[config.mk]
export PLATFORM = sky130hd
export DESIGN_NAME = autoxfer
export DESIGN_NICKNAME = d
export VERILOG_FILES = /design/src/rtl/autoxfer_pkg.sv /design/src/rtl/autoxfer_ctrl.sv /design/src/rtl/autoxfer_dpath.sv /design/src/rtl/autoxfer.sv
export SDC_FILE = /design/constraint.sdc
export NUM_CORES = 1
export LEC_CHECK = 0
export BUFFER_PORTS_ARGS = -buffer_cell sky130_fd_sc_hd__buf_2
export CORE_MARGIN = 8
export CORE_UTILIZATION = 45
export DETAILED_ROUTE_END_ITERATION = 12
export GPL_TIMING_DRIVEN = 0
export PLACE_DENSITY_LB_ADDON = 0.3
export RECOVER_POWER = 50
export REMOVE_ABC_BUFFERS = 1
export SYNTH_ARGS = -nofsm -noshare
export SYNTH_HDL_FRONTEND = slang
export SYNTH_SLANG_ARGS = --single-unit
[constraint.sdc]
create_clock -name clk -period 4.8 [get_ports clk]
set_input_delay 0.96 -clock clk [delete_from_list [all_inputs] [get_ports clk]]
set_output_delay 0.96 -clock clk [all_outputs]
set_load 0.03 [all_outputs]
[src/rtl/autoxfer_pkg.sv]
package autoxfer_pkg;

  localparam int BYTE_W = 8;

  typedef enum logic [1:0] {
    ST_IDLE  = 2'd0,
    ST_LOAD  = 2'd1,
    ST_SHIFT = 2'd2,
    ST_STORE = 2'd3
  } xferState_t;

  // strobes from sequencer to datapath
  typedef struct packed {
    logic clrIdx;
    logic loadTx;
    logic shiftEn;
    logic writeRx;
    logic incIdx;
  } xferStrobes_t;

endpackage

[src/rtl/autoxfer_ctrl.sv]
module autoxfer_ctrl
  import autoxfer_pkg::*;
(
  input  logic         clk,
  input  logic         rstN,
  input  logic         startReq,
  input  logic         byteDone,
  input  logic         atLast,
  output xferStrobes_t strb,
  output logic         busy,
  output logic         irq
);

  xferState_t state, stateNext;
  logic       irqNext;

  always_comb begin
    stateNext = state;
    strb      = '0;
    irqNext   = 1'b0;
    unique case (state)
      ST_IDLE: begin
        if (startReq) begin
          strb.clrIdx = 1'b1;
          stateNext   = ST_LOAD;
        end
      end
      ST_LOAD: begin
        strb.loadTx = 1'b1;
        stateNext   = ST_SHIFT;
      end
      ST_SHIFT: begin
        strb.shiftEn = 1'b1;
        if (byteDone) stateNext = ST_STORE;
      end
      ST_STORE: begin
        strb.writeRx = 1'b1;
        if (atLast) begin
          irqNext   = 1'b1;
          stateNext = ST_IDLE;
        end else begin
          strb.incIdx = 1'b1;
          stateNext   = ST_LOAD;
        end
      end
      default: stateNext = ST_IDLE;
    endcase
  end

  always_ff @(posedge clk or negedge rstN) begin
    if (!rstN) begin
      state <= ST_IDLE;
      irq   <= 1'b0;
    end else begin
      state <= stateNext;
      irq   <= irqNext;
    end
  end

  assign busy = (state != ST_IDLE);

endmodule

[src/rtl/autoxfer_dpath.sv]
module autoxfer_dpath
  import autoxfer_pkg::*;
#(
  parameter int BUF_DEPTH = 32,
  parameter int DIV_W     = 8,
  parameter int DIV_RESET = 1,
  parameter int ADDR_W    = 6
) (
  input  logic                         clk,
  input  logic                         rstN,
  input  logic                         busWrEn,
  input  logic [ADDR_W-1:0]            busAddr,
  input  logic [BYTE_W-1:0]            busWrData,
  output logic [BYTE_W-1:0]            busRdData,
  input  xferStrobes_t                 strb,
  input  logic                         busy,
  output logic                         startReq,
  output logic                         byteDone,
  output logic                         atLast,
  output logic [$clog2(BUF_DEPTH)-1:0] xferIdx,
  output logic [$clog2(BUF_DEPTH)-1:0] lastPtr,
  output logic                         sclk,
  output logic                         mosi,
  input  logic                         miso
);

  localparam int IDX_W = $clog2(BUF_DEPTH);
  localparam int BIT_W = $clog2(BYTE_W);
  localparam logic [ADDR_W-1:0] ADDR_MODE  = ADDR_W'(BUF_DEPTH);
  localparam logic [ADDR_W-1:0] ADDR_LAST  = ADDR_W'(BUF_DEPTH + 1);
  localparam logic [ADDR_W-1:0] ADDR_CTRL  = ADDR_W'(BUF_DEPTH + 2);
  localparam logic [ADDR_W-1:0] ADDR_COUNT = ADDR_W'(BUF_DEPTH + 3);
  localparam logic [ADDR_W-1:0] ADDR_DIV   = ADDR_W'(BUF_DEPTH + 4);

  // configuration
  logic             autoSel, txEn, rxEn;
  logic [DIV_W-1:0] divVal;
  logic             cfgWr, isBufAddr, modeOk;

  assign cfgWr     = busWrEn && !busy;
  assign isBufAddr = (busAddr < ADDR_W'(BUF_DEPTH));
  assign modeOk    = autoSel && txEn && rxEn;
  assign startReq  = busWrEn && (busAddr == ADDR_CTRL) && busWrData[0] && modeOk && !busy;

  always_ff @(posedge clk or negedge rstN) begin
    if (!rstN) begin
      autoSel <= 1'b0;
      txEn    <= 1'b0;
      rxEn    <= 1'b0;
      lastPtr <= '0;
      divVal  <= DIV_W'(DIV_RESET);
    end else if (cfgWr) begin
      if (busAddr == ADDR_MODE) begin
        autoSel <= busWrData[0];
        txEn    <= busWrData[1];
        rxEn    <= busWrData[2];
      end
      if (busAddr == ADDR_LAST) lastPtr <= busWrData[IDX_W-1:0];
      if (busAddr == ADDR_DIV)  divVal  <= busWrData[DIV_W-1:0];
    end
  end

  // transfer counter
  always_ff @(posedge clk or negedge rstN) begin
    if (!rstN)            xferIdx <= '0;
    else if (strb.clrIdx) xferIdx <= '0;
    else if (strb.incIdx) xferIdx <= xferIdx + 1'b1;
  end
  assign atLast = (xferIdx == lastPtr);

  // shift engine
  logic [BYTE_W-1:0] shiftReg;
  logic [DIV_W-1:0]  divCnt;
  logic [BIT_W-1:0]  bitCnt;
  logic              sclkQ, rxBit, halfEnd;
  logic [BYTE_W-1:0] bufMem [BUF_DEPTH];

  assign halfEnd  = (divCnt == divVal);
  assign byteDone = strb.shiftEn && halfEnd && sclkQ && (bitCnt == BIT_W'(BYTE_W - 1));

  always_ff @(posedge clk or negedge rstN) begin
    if (!rstN) begin
      shiftReg <= '0;
      divCnt   <= '0;
      bitCnt   <= '0;
      sclkQ    <= 1'b0;
      rxBit    <= 1'b0;
    end else if (strb.loadTx) begin
      shiftReg <= bufMem[xferIdx];
      divCnt   <= '0;
      bitCnt   <= '0;
      sclkQ    <= 1'b0;
    end else if (strb.shiftEn) begin
      if (halfEnd) begin
        divCnt <= '0;
        sclkQ  <= ~sclkQ;
        if (!sclkQ) begin
          rxBit <= miso;                         // rising edge: sample
        end else begin
          shiftReg <= {shiftReg[BYTE_W-2:0], rxBit}; // falling edge: advance
          bitCnt   <= bitCnt + 1'b1;
        end
      end else begin
        divCnt <= divCnt + 1'b1;
      end
    end
  end

  assign sclk = sclkQ;
  assign mosi = busy ? shiftReg[BYTE_W-1] : 1'b0;

  // buffer entries
  for (genvar gi = 0; gi < BUF_DEPTH; gi++) begin : gEntry
    logic seqHit, busHit;
    assign seqHit = strb.writeRx && (xferIdx == IDX_W'(gi));
    assign busHit = cfgWr && isBufAddr && (busAddr[IDX_W-1:0] == IDX_W'(gi));
    always_ff @(posedge clk or negedge rstN) begin
      if (!rstN)       bufMem[gi] <= '0;
      else if (seqHit) bufMem[gi] <= shiftReg;
      else if (busHit) bufMem[gi] <= busWrData;
    end
  end

  // read mux
  always_comb begin
    busRdData = '0;
    if (isBufAddr) busRdData = bufMem[busAddr[IDX_W-1:0]];
    else begin
      unique case (busAddr)
        ADDR_MODE:  busRdData = BYTE_W'({rxEn, txEn, autoSel});
        ADDR_LAST:  busRdData = BYTE_W'(lastPtr);
        ADDR_CTRL:  busRdData = BYTE_W'(busy);
        ADDR_COUNT: busRdData = BYTE_W'(xferIdx);
        ADDR_DIV:   busRdData = BYTE_W'(divVal);
        default:    busRdData = '0;
      endcase
    end
  end

endmodule

[src/rtl/autoxfer.sv]
module autoxfer
  import autoxfer_pkg::*;
#(
  parameter int BUF_DEPTH = 32,
  parameter int DIV_W     = 8,
  parameter int DIV_RESET = 1,
  parameter int ADDR_W    = 6
) (
  input  logic              clk,
  input  logic              rstN,
  input  logic              busWrEn,
  input  logic [ADDR_W-1:0] busAddr,
  input  logic [7:0]        busWrData,
  output logic [7:0]        busRdData,
  output logic              sclk,
  output logic              mosi,
  input  logic              miso,
  output logic              irq
);

  localparam int IDX_W = $clog2(BUF_DEPTH);

  xferStrobes_t     strb;
  logic             busy, startReq, byteDone, atLast;
  logic [IDX_W-1:0] xferIdx, lastPtr;

  autoxfer_ctrl u_ctrl (
    .clk      (clk),
    .rstN     (rstN),
    .startReq (startReq),
    .byteDone (byteDone),
    .atLast   (atLast),
    .strb     (strb),
    .busy     (busy),
    .irq      (irq)
  );

  autoxfer_dpath #(
    .BUF_DEPTH (BUF_DEPTH),
    .DIV_W     (DIV_W),
    .DIV_RESET (DIV_RESET),
    .ADDR_W    (ADDR_W)
  ) u_dpath (
    .clk       (clk),
    .rstN      (rstN),
    .busWrEn   (busWrEn),
    .busAddr   (busAddr),
    .busWrData (busWrData),
    .busRdData (busRdData),
    .strb      (strb),
    .busy      (busy),
    .startReq  (startReq),
    .byteDone  (byteDone),
    .atLast    (atLast),
    .xferIdx   (xferIdx),
    .lastPtr   (lastPtr),
    .sclk      (sclk),
    .mosi      (mosi),
    .miso      (miso)
  );

endmodule

==> PnR_summary.wiki <==
{| class="wikitable"
! Metric !! Value
|-
| Buffers & Inverters on Critical Path || 3
|-
| Post-synth top cells || 303 x mux2i_1, 300 x dfrtp_1, 283 x nand2_1
|-
| Skew-Pair Late Insertion Delay || 560 ps
|-
| Biggest fanout along the worst timing path || 38
|-
| Maximum number of pins on one net before global-route repair || 114
|-
| Final Wtd Congestion || 0.909
|-
| Total net switching power || 0.00159 W
|-
| Global Route Usage Sum || 0.240
|-
| Share of power burned in combinational logic || 0.091
|-
| Worst path arrival time || 3670 ps
|-
| Worst hold path class || flop to flop
|-
| Postcts setup bufs || 0
|-
| Biggest area consumer among synthesized cells || dfrtp_1
|-
| EDFF count, synth || 0
|-
| Portion of total power attributed to sequential cells || 0.450
|-
| Setup repair after global routing missed its margin || no
|-
| Total area of multi-input combinational cells || 10500 um2
|-
| Total non-filler cell area in the finished layout || 20300 um2
|-
| Die span in x || 221 um
|-
| Period utilisation layout || 0.964
|-
| F_max || 216 MHz
|-
| # rows || 75
|-
| VDD IR-drop max || 0.208 mV
|-
| Leak || 7.43 nW
|-
| Cell Area, Placed || 19200 um2
|-
| Total of warnings raised by yosys || 0
|-
| Aggregate routed wire length || 60200 um
|-
| Total Power Consumption || 0.00615 W
|-
| Dominant cell by count in the synthesized netlist || mux2i_1
|-
| Yosys reg bits || 301
|-
| Main flop type after synthesis || dfrtp_1
|-
| CTS Sinks || 301
|-
| Detailed placement HPWL || 38200 um
|-
| Synthesized cell area || 18900 um2
|-
| Count of mapped cells out of synthesis || 1817
|-
| Final setup viols || 0
|-
| Core area || 41800 um2
|-
| Number of violations reported at the end of detailed-routing iteration 0 || 1711
|-
| Top cells by area in the synthesized netlist || dfrtp_1 40%, mux2i_1 16%, mux4_2 11%, o21ai_0 6.3%, nand2_1 5.6%
|-
| Final number of hold-violating endpoints || 0
|-
| First-pass GRT wire length || 91000 um
|-
| Final worst clock skew || 29.0 ps
|-
| Final Net Count || 1733
|-
| Result of the run || finished with violations
|-
| Hold-fix buffers at CTS || 0
|-
| Share of cells above drive strength 1 || 0.153
|-
| Number of nets still failing antenna checks after routing || 0
|-
| Final Max Tran Viols || 207
|-
| DRC violations left || 0
|-
| Post-synthesis cell type count || 61
|-
| Signed area change from the synthesized netlist to the final layout || 7.37%
|-
| TritonCTS clock tree || built
|-
| Via count of the first global-routing pass || 14100
|-
| CP Data Required Time || 3840 ps
|-
| Pint || 0.00456 W
|-
| IO buf count || 28
|-
| Register Area || 7550 um2
|-
| Violations in the final reports || capacitance limit, slew limit
|-
| CTS Root Buffer Type || clkbuf_16
|-
| Die H || 221 um
|-
| Cell family with most CP delay || compound AO/OA/AOI/OAI gates
|-
| Crit-path cells || buf_6 > buf_16 > mux4_2 > a22o_1 > a221oi_2 > a221oi_1 > a221o_1 > buf_2
|-
| Detail-routed via count per cell || 6.35
|-
| Max incr delay on CP || 570 ps
|-
| First-pass detailed-route iteration total || 6
|-
| Switching Share || 0.259
|-
| CTS buffer count || 37
|-
| Power per unit of standard cell area || 303 nW/um2
|-
| # fillers || 3709
|-
| Worst setup SP type || input port
|-
| Setup CP Type || input port to primary output
|-
| Number of top-level pins || 29
|-
| Number of max-cap violations || 2
|-
| Die area || 48900 um2
|-
| Worst path slowest cell || mux4_2
|-
| Average wire per cell in the routed design || 26.5 um
|-
| Tmin final || 4630 ps
|-
| Mean Syn Cell Area || 10.4 um2
|-
| Starting utilization of the core area || 0.453
|-
| Async set-or-reset flop fraction in the synthesized netlist || 1.00
|-
| Detailed-route via count || 14400
|-
| Relative max-transition margin || -0.609
|-
| Slew at the pin closest to its max-slew limit || 2410 ps
|-
| Number of antenna violations at the first check in global routing || 3
|-
| Clock input transition at the sequential cells of the worst setup and hold paths || 50 ps
|-
| Seq/Total Area, Yosys || 0.398
|-
| CTS Buffer Depth || 3
|-
| Clock Power Share || 0.458
|-
| Kind of end point of the critical path || primary output
|-
| Overall overflow remaining after global route || 0
|-
| H-tree levels || 2
|-
| Share of Yosys cell area claimed by the top area cell type || 0.397
|}
==> cell usage in the layout, fill, tap and decap left out, drive strengths merged, types with 10 or more instances in the layout <==
cell,netlist,layout
o22ai,10,10
dfrtp,300,300
nor2,52,52
a22oi,20,20
a211oi,11,11
o21ai,254,254
o221ai,14,14
ha,14,14
a22o,16,16
buf,73,33
clkbuf,120,68
nand2,289,289
mux2i,303,303
nand2b,12,12
a21oi,22,22
inv,10,11
mux4,102,102
nand3,21,21
and3,32,32
mux2,39,39
xnor2,17,17
==> sequential cells by signal, indices dropped and copies added, names as in the netlist <==
| name | cells |
|---|---|
| u_dpath.bufMem | 256 |
| u_dpath.divCnt | 8 |
| u_dpath.divVal | 8 |
| u_dpath.shiftReg | 8 |
| u_dpath.lastPtr | 5 |
| u_dpath.xferIdx | 5 |
| u_dpath.bitCnt | 3 |
| u_ctrl.state | 2 |
| u_ctrl.irq | 1 |
| u_dpath.autoSel | 1 |
| u_dpath.rxBit | 1 |
| u_dpath.rxEn | 1 |
| u_dpath.sclk | 1 |
| u_dpath.txEn | 1 |
==> logic make-up (layout without fill, tap and decap cells) <==
group,count (synthesis),after routing,share of synthesized area
AOI/OAI and AO/OA,385,385,0.119
xor gates and xnor gates,22,22,0.0102
adders and majority gates,14,14,0.00925
buffers and inverters,203,115,0.0478
DFF,301,301,0.398
muxes,444,444,0.307
other,0,2,0
and+or+nand+nor,448,448,0.109
==> power by group through the flow <==
| stage | sequential [W] | clock [W] | combinational (W) |
|---|---|---|---|
| after global routing | 0.00278 | 0.00296 | 0.000602 |
| after floorplan | 0.00276 | 0 | 0.000298 |
| after detailed placement | 0.00281 | 0 | 0.000560 |
| after CTS | 0.00277 | 0.00286 | 0.000562 |
| final | 0.00277 | 0.00282 | 0.000562 |
| after global placement | 0.00280 | 0 | 0.000541 |
==> through the flow <==
stage,hold WS (ps),std cells,TNS (ps),utilization,setup slack [ps]
after floorplan,461,1624,0,-,128
after global placement,477,2191,-1295850,0.452,-3210
after detailed placement,491,2201,-174,0.459,-174
after CTS,480,2268,0,0.488,194
after global routing,531,2270,0,0.487,72.9
final,507,2270,0,0.487,173
==> path summary, 6_finish.rpt <==
kind,start,end,slack (ps),cells after the start
worst max-delay path,busAddr[0],busRdData[2],170,8
worst min-delay path,u_dpath.bufMem[131]$_DFFE_PN0P_,u_dpath.bufMem[131]$_DFFE_PN0P_,510,2
worst max register to register,u_dpath.xferIdx[0]$_DFFE_PN0P_,u_dpath.bufMem[135]$_DFFE_PN0P_,590,7
worst min register to register,u_dpath.bufMem[131]$_DFFE_PN0P_,u_dpath.bufMem[131]$_DFFE_PN0P_,510,2
max in group asynchronous,rstN,u_dpath.bufMem[108]$_DFFE_PN0P_,840,2
min in group asynchronous,rstN,u_dpath.bufMem[143]$_DFFE_PN0P_,1150,1
==> worst reg2reg max path, stage by stage (launching register included) <==
cell,delay [ps]
dfrtp_1,880
buf_16,470
ha_1,390
and3_1,250
ha_1,190
nand2_1,460
a21boi_1,1110
o21ai_0,260
==> metal layers <==
metal / vias to the layer above / global-route usage / routed length [um]
met5: - / 0 / 0
met1: 7245 / 0.326 / 25400
li1: 6368 / - / -
met3: 131 / 0.0653 / 5800
met4: 0 / 0.0954 / 2450
met2: 671 / 0.362 / 26500
==> what timing repair did <==
item / CTS / global route
endpoints found under the hold margin: 0 / 0
setup endpoints to repair: 1 / 0
gates resized for setup: 2 / 0
==> cell type report <==
cell class	instances	area share
repair buffers	38	0.0167
flip-flops and latches	301	0.371
clock buffers	63	0.0574
inverters	10	0.00185
diodes	2	0.000246
multi-input cells	1313	0.517
clock inverters	4	0.00240
well taps	539	0.0332
Note: power is estimated with default switching activity, not from simulation.
